### src/rtl/es_pkg.sv
package es_pkg;

  typedef enum logic [1:0] {
    TRIM_NONE = 2'd0,
    TRIM_FAST = 2'd1,
    TRIM_SLOW = 2'd2
  } trim_e;

  // Choose the trim for the next output period from the current fill.
  function automatic trim_e es_pick_trim(input int unsigned fill,
                                         input int unsigned depth,
                                         input int unsigned guard);
    if (fill >= depth - guard) return TRIM_FAST;
    if (fill <= guard)         return TRIM_SLOW;
    return TRIM_NONE;
  endfunction

endpackage

### src/rtl/es_line_sync.sv
module es_line_sync #(
  parameter int STAGES = 2,
  parameter int W      = 1
) (
  input  logic         clk_i,
  input  logic         rst_ni,
  input  logic         line_clk_i,
  input  logic [W-1:0] line_data_i,
  output logic         wr_pulse_o,
  output logic [W-1:0] wr_data_o
);

  logic [STAGES-1:0] strobe_pipe;
  logic [W-1:0]      data_pipe [STAGES];
  logic              strobe_prev;

  always_ff @(posedge clk_i) begin
    if (!rst_ni) begin
      strobe_pipe <= '0;
      strobe_prev <= 1'b0;
    end else begin
      strobe_pipe <= {strobe_pipe[STAGES-2:0], line_clk_i};
      strobe_prev <= strobe_pipe[STAGES-1];
    end
  end

  // Data travels through a matching chain so it lines up with the edge.
  for (genvar s = 0; s < STAGES; s++) begin : g_data_stage
    always_ff @(posedge clk_i) begin
      if (!rst_ni) begin
        data_pipe[s] <= '0;
      end else if (s == 0) begin
        data_pipe[s] <= line_data_i;
      end else begin
        data_pipe[s] <= data_pipe[(s == 0) ? 0 : s-1];
      end
    end
  end

  assign wr_pulse_o = strobe_pipe[STAGES-1] & ~strobe_prev;
  assign wr_data_o  = data_pipe[STAGES-1];

endmodule

### src/rtl/es_store.sv
module es_store #(
  parameter int DEPTH = 32,
  parameter int W     = 1,
  parameter int AW    = $clog2(DEPTH)
) (
  input  logic         clk_i,
  input  logic         rst_ni,
  input  logic         wr_i,
  input  logic [W-1:0] wr_data_i,
  input  logic         rd_i,
  output logic [W-1:0] rd_data_o,
  output logic         rd_valid_o,
  output logic [AW:0]  fill_o,
  output logic         ovf_o,
  output logic         udf_o
);

  localparam int HALF = DEPTH / 2;

  logic [W-1:0]  mem [DEPTH];
  logic [AW-1:0] wptr, rptr, wptr_nxt;
  logic [AW:0]   count;
  logic          full, empty, ovf_ev, udf_ev;

  assign full     = (count == (AW+1)'(DEPTH));
  assign empty    = (count == '0);
  assign ovf_ev   = wr_i && !rd_i && full;
  assign udf_ev   = rd_i && empty;
  assign wptr_nxt = wptr + AW'(wr_i);

  for (genvar e = 0; e < DEPTH; e++) begin : g_cell
    always_ff @(posedge clk_i) begin
      if (!rst_ni) begin
        mem[e] <= '0;
      end else if (wr_i && (wptr == AW'(e))) begin
        mem[e] <= wr_data_i;
      end
    end
  end

  always_ff @(posedge clk_i) begin
    if (!rst_ni) begin
      wptr       <= AW'(HALF);
      rptr       <= '0;
      count      <= (AW+1)'(HALF);
      rd_data_o  <= '0;
      rd_valid_o <= 1'b0;
      ovf_o      <= 1'b0;
      udf_o      <= 1'b0;
    end else begin
      wptr       <= wptr_nxt;
      rd_valid_o <= rd_i;
      if (rd_i) rd_data_o <= mem[rptr];
      if (ovf_ev || udf_ev) begin
        // Collision: restore the half-depth spacing behind the writer.
        rptr  <= wptr_nxt - AW'(HALF);
        count <= (AW+1)'(HALF);
      end else begin
        if (rd_i) rptr <= rptr + AW'(1);
        count <= count + (AW+1)'(wr_i) - (AW+1)'(rd_i);
      end
      if (ovf_ev) ovf_o <= 1'b1;
      if (udf_ev) udf_o <= 1'b1;
    end
  end

  assign fill_o = count;

endmodule

### src/rtl/es_trim_clock.sv
module es_trim_clock
  import es_pkg::*;
#(
  parameter int DEPTH = 32,
  parameter int GUARD = 2,
  parameter int NOM   = 8,
  parameter int FW    = $clog2(DEPTH) + 1
) (
  input  logic          clk_i,
  input  logic          rst_ni,
  input  logic [FW-1:0] fill_i,
  output logic          tick_o,
  output logic          fast_o,
  output logic          slow_o
);

  localparam int CW = $clog2(NOM + 2);

  logic [CW-1:0] cnt;
  logic [CW-1:0] len;
  trim_e         pick;

  assign tick_o = (cnt == '0);
  assign pick   = es_pick_trim(int'(fill_i), DEPTH, GUARD);

  always_comb begin
    unique case (pick)
      TRIM_FAST: len = CW'(NOM - 1);
      TRIM_SLOW: len = CW'(NOM + 1);
      default:   len = CW'(NOM);
    endcase
  end

  always_ff @(posedge clk_i) begin
    if (!rst_ni) begin
      cnt    <= CW'(NOM - 1);
      fast_o <= 1'b0;
      slow_o <= 1'b0;
    end else if (tick_o) begin
      cnt    <= len - CW'(1);
      fast_o <= (pick == TRIM_FAST);
      slow_o <= (pick == TRIM_SLOW);
    end else begin
      cnt <= cnt - CW'(1);
    end
  end

endmodule

### src/rtl/es_elastic_store.sv
module es_elastic_store #(
  parameter int DEPTH       = 32,
  parameter int ENTRY_W     = 1,
  parameter int GUARD       = 2,
  parameter int NOM_TICKS   = 8,
  parameter int SYNC_STAGES = 2,
  localparam int FW         = $clog2(DEPTH) + 1
) (
  input  logic               clk_i,
  input  logic               rst_ni,
  input  logic               line_clk_i,
  input  logic [ENTRY_W-1:0] line_data_i,
  output logic [ENTRY_W-1:0] rd_data_o,
  output logic               rd_valid_o,
  output logic [FW-1:0]      fill_o,
  output logic               ovf_o,
  output logic               udf_o,
  output logic               trim_fast_o,
  output logic               trim_slow_o
);

  logic               wr_pulse;
  logic [ENTRY_W-1:0] wr_data;
  logic               rd_tick;

  es_line_sync #(.STAGES(SYNC_STAGES), .W(ENTRY_W)) u_sync (
    .clk_i      (clk_i),
    .rst_ni     (rst_ni),
    .line_clk_i (line_clk_i),
    .line_data_i(line_data_i),
    .wr_pulse_o (wr_pulse),
    .wr_data_o  (wr_data)
  );

  es_store #(.DEPTH(DEPTH), .W(ENTRY_W), .AW(FW-1)) u_store (
    .clk_i     (clk_i),
    .rst_ni    (rst_ni),
    .wr_i      (wr_pulse),
    .wr_data_i (wr_data),
    .rd_i      (rd_tick),
    .rd_data_o (rd_data_o),
    .rd_valid_o(rd_valid_o),
    .fill_o    (fill_o),
    .ovf_o     (ovf_o),
    .udf_o     (udf_o)
  );

  es_trim_clock #(.DEPTH(DEPTH), .GUARD(GUARD), .NOM(NOM_TICKS), .FW(FW)) u_trim (
    .clk_i (clk_i),
    .rst_ni(rst_ni),
    .fill_i(fill_o),
    .tick_o(rd_tick),
    .fast_o(trim_fast_o),
    .slow_o(trim_slow_o)
  );

endmodule

### config.mk
export PLATFORM = sky130hd
export DESIGN_NAME = es_elastic_store
export DESIGN_NICKNAME = d
export VERILOG_FILES = /design/src/rtl/es_pkg.sv /design/src/rtl/es_line_sync.sv /design/src/rtl/es_store.sv /design/src/rtl/es_trim_clock.sv /design/src/rtl/es_elastic_store.sv
export SDC_FILE = /design/constraint.sdc
export NUM_CORES = 1
export LEC_CHECK = 0
export BUFFER_PORTS_ARGS = -buffer_cell sky130_fd_sc_hd__buf_2
export CAP_MARGIN = 10
export CORE_MARGIN = 3
export CORE_UTILIZATION = 30
export CTS_CLUSTER_SIZE = 30
export DETAILED_ROUTE_END_ITERATION = 16
export PLACE_DENSITY = 0.43
export SLEW_MARGIN = 20
export SYNTH_ARGS = -nofsm -noshare
export SYNTH_HDL_FRONTEND = slang
export SYNTH_HIERARCHICAL = 1
export SYNTH_SLANG_ARGS = --single-unit
export TNS_END_PERCENT = 10
### constraint.sdc
create_clock -name clk_i -period 5.3 [get_ports clk_i]
set_input_delay 1.06 -clock clk_i [delete_from_list [all_inputs] [get_ports clk_i]]
set_output_delay 1.06 -clock clk_i [all_outputs]
set_load 0.02 [all_outputs]
==> impl_metrics.csv <==
group,metric,value,unit
final_layout,mostFrequentLayoutCells,"nor2_1 (40), o21ai_0 (39), dfxtp_1 (32)",
synth,synth.avg_cell_area,10.2,sq um
worst_setup_path,crit_path_end_kind,"register",
sta,maxSlewViolCount,0,
worst_setup_path,cp.required,5.48,ns
global_routing,grt_pass1_vias,2397,
worst_setup_path,r2r_end,"u_store/fill_o[4]$_SDFF_PP1_",
place,io_buffers,15,
route,wl_per_cell,15.9,microns
pwr,power_frac_seq,52.1,%
synth,synth_ff_type,"dfxtp_1",
worst_setup_path,r2r_start,"u_sync/strobe_pipe[1]$_SDFF_PN0_",
worst_setup_path,crit_family,"adder cells",
clocking,htreeDepth,3,
final_layout,fillers,1079,
sta,hold_viol,0,
final_layout,antenna_cells,0,
global_routing,grt.overflow.total,0,
clocking,path_clk_slew,0.07,ns
route,viasPerCell,4.99,
global_routing,grt_max_degree,42,
synth,ys_seq_area_share,48.6,%
global_routing,antenna_found_initial,0,
sta,tns,0,ns
route,vias,2341,
synth,ys_warn_count,6,
worst_setup_path,regToRegSetupSlack,2.51,ns
min_path,holdCritPathClass,"reg -> reg",
place,place_ws,2.49,ns
sta,skew,0.00753,ns
sta,worstMarginPinSlew,0.836,ns
pwr,intPower,0.000777,W
synth,synth_top_area_cell,"edfxtp_1",
clocking,cts.path.max_buffers,2,
clocking,cts_resized,0,
route,postRouteAntennaNets,0,
synth,ys_top_cells_by_area,"edfxtp_1 (29%), dfxtp_1 (20%), o21ai_0 (6.0%)",
worst_setup_path,worst-setup-path-type,"reg -> reg",
floorplan,die_y,110,microns
clocking,clk_latency,0.34,ns
final_layout,fin_area,3590,sq um
pwr,ir_worst_vdd,0.118,mV
worst_setup_path,critPathArrivalTime,2.97,ns
synth,yosysTopAreaCellShare,28.8,%
route,finalWirelength,7440,microns
place,routabilityCongestion,0.740,
pwr,p_clk_share,36.3,%
worst_setup_path,cp_max_fo,9,
sta,relSlewSlack,43.9,%
clocking,cts_root_buffer,"clkbuf_8",
sta,final.min_clock_period,2.79,ns
run_status,outcome,"completed",
flow_run,cap_violations,0,
worst_setup_path,r2r_cells,11,
place,place_hpwl,5080,microns
final_layout,nets,347,
sta,worst_slack,2.51,ns
sta,finalCritPeriodShare,52.7,%
clocking,cts_setup_buffers,0,
pwr,p_leak,1.32,nW
clocking,cts_sinks,63,
synth,synth.cell_area,3230,sq um
pwr,power_switching,0.000280,W
worst_setup_path,cp_slowest_cell,"nor2b_1",
final_layout,final_common_cell,"nor2_1",
synth,synthCells,317,
global_routing,grtUsageTotal,13.8,%
floorplan,core,10400,sq um
clocking,cts_buffers,9,
min_path,whs_path_depth,1,
worst_setup_path,cp_num_buf_inv,2,
min_path,min_delay_worst_endpoint,"u_sync/strobe_pipe[1]$_SDFF_PN0_",
clocking,hold_buffers,0,
sta,setup_viol_count_final,0,
worst_setup_path,path_cells,"nor2b_1, inv_1, ha_1, inv_1, ha_1, fa_1, a21oi_1, nor2_1, nor2_1, xor2_1, nand3_1",
sta,fmax,358,MHz
route,drc_errors,0,
floorplan,start_util,31.0,%
global_routing,grt_pass1_wl,12600,microns
synth,synth_edf_count,31,
sta,rsz0062_at_grt,"false",
synth,synth_cell_types,48,
final_layout,syn2layout_area_growth,11.0,%
route,dr.pass1.iters,4,
synth,ys_async_sr_fraction,0,%
final_layout,drive_gt1_share,13.2,%
floorplan,num_rows,37,
worst_setup_path,cp-start-kind,"register",
floorplan,die_area,12100,sq um
final_layout,fin_util,34.5,%
clocking,cts_tree,"built",
pwr,p_per_area,294,nW/um^2
floorplan,die_w,110,microns
synth,syn_nets,336,
pwr,comb_power_share,11.6,%
worst_setup_path,critical-path-max-stage-delay,0.60,ns
place,placed_cell_area,3410,sq um
synth,ys_ff_latch,63,
floorplan,ioPinCount,16,
pwr,swShare,26.5,%
min_path,min_from,"u_sync/strobe_pipe[0]$_SDFF_PN0_",
route,dr.first_iter.drc_count,104,
-- how the worst max path moves through the flow --
stage,from,endpoint,slack (ns),cells past startpoint
global placement,u_trim/cnt[1]$_SDFF_PN1_,u_store/fill_o[5]$_SDFF_PP0_,2.62,9
finish,u_sync/strobe_pipe[1]$_SDFF_PN0_,u_store/fill_o[4]$_SDFF_PP1_,2.51,11
detailed placement,u_sync/strobe_pipe[1]$_SDFF_PN0_,u_store/fill_o[4]$_SDFF_PP1_,2.49,11
floorplan,u_trim/cnt[1]$_SDFF_PN1_,u_store/fill_o[5]$_SDFF_PP0_,2.86,9
global route,u_sync/strobe_pipe[1]$_SDFF_PN0_,u_store/fill_o[4]$_SDFF_PP1_,2.20,11
CTS,u_sync/strobe_pipe[1]$_SDFF_PN0_,u_store/fill_o[4]$_SDFF_PP1_,2.47,11
-- through the flow --
stage / hold slack, ns / total power, W / instances
3_3_place_gp: 0.419 / 0.000684 / 453
6_report: 0.436 / 0.00106 / 469
3_5_place_dp: 0.424 / 0.000684 / 453
2_1_floorplan: 0.412 / 0.000648 / 317
4_1_cts: 0.441 / 0.00107 / 469
5_1_grt: 0.462 / 0.00112 / 469
-- Yosys cell counts, types with 2 or more instances --
cell type	n
a21boi_0	2
a21oi_1	8
and2_1	15
and3_1	3
buf_6	2
clkbuf_1	14
dfxtp_1	32
edfxtp_1	31
ha_1	14
inv_1	10
mux2i_1	8
mux4_1	5
nand2_1	20
nand2b_1	7
nand3_1	11
nand3b_1	2
nand4_1	3
nor2_1	40
nor2b_1	3
nor3_1	2
o211a_1	2
o21a_1	5
o21ai_0	39
o21bai_1	2
or2_2	8
xnor2_1	4
xor2_1	4
-- final cells by class --
cell class              count  area (sq um)  share of cell area (%)
clock inverters             4          20.0                   0.558
repair buffers             17          90.1                    2.51
multi-input cells         227          1540                    43.0
flip-flops and latches     63          1570                    43.8
inverters                  10          37.5                    1.05
well taps                 136           170                    4.74
clock buffers              12           156                    4.36
-- cells by family after synthesis --
group           after synthesis  synth area share (%)
fa+ha+maj                    15                  6.04
flops                        63                  48.6
mux                          15                  7.70
compound gates               69                  13.0
xor+xnor                      8                  2.17
simple gates                120                  18.9
buf+inv                      27                  3.64
-- sequential cells by signal, summed over array words and instances (netlist names) --
signal              cells
u_sync/data_pipe        2
u_store/mem            32
u_store/fill_o          6
u_store/wptr            5
u_store/rptr            5
u_trim/cnt              4
u_trim/slow_o           1
u_trim/fast_o           1
u_sync/strobe_pipe      2
u_store/rd_data_o       1
u_sync/strobe_prev      1
u_store/rd_valid_o      1
u_store/udf_o           1
u_store/ovf_o           1
-- power groups by stage --
stage	registers, W	clock network, W	logic (W)
6_report	0.000550	0.000384	0.000123
5_1_grt	0.000554	0.000425	0.000141
4_1_cts	0.000550	0.000400	0.000124
3_5_place_dp	0.000561	0	0.000123
3_3_place_gp	0.000561	0	0.000123
2_1_floorplan	0.000567	0	0.0000817
-- metal layers --
layer	track usage (%)	wire (microns)	share of wire (%)	up-vias
li1	-	-	-	1159
met1	19.4	3820	51	1141
met2	21.1	3280	44	34
met3	3.58	267	3.6	7
met4	3.92	78	1.0	0
met5	0	0	0	-
-- worst register-to-register path: cells and delay by family, from the launching register on --
kind / cells / cell delay, ns
xor+xnor: 1 / 0.16
flops: 1 / 0.32
simple gates: 4 / 0.85
compound gates: 1 / 0.16
buf+inv: 2 / 0.23
fa+ha+maj: 3 / 0.92
Power figures use the tool's default switching activity.
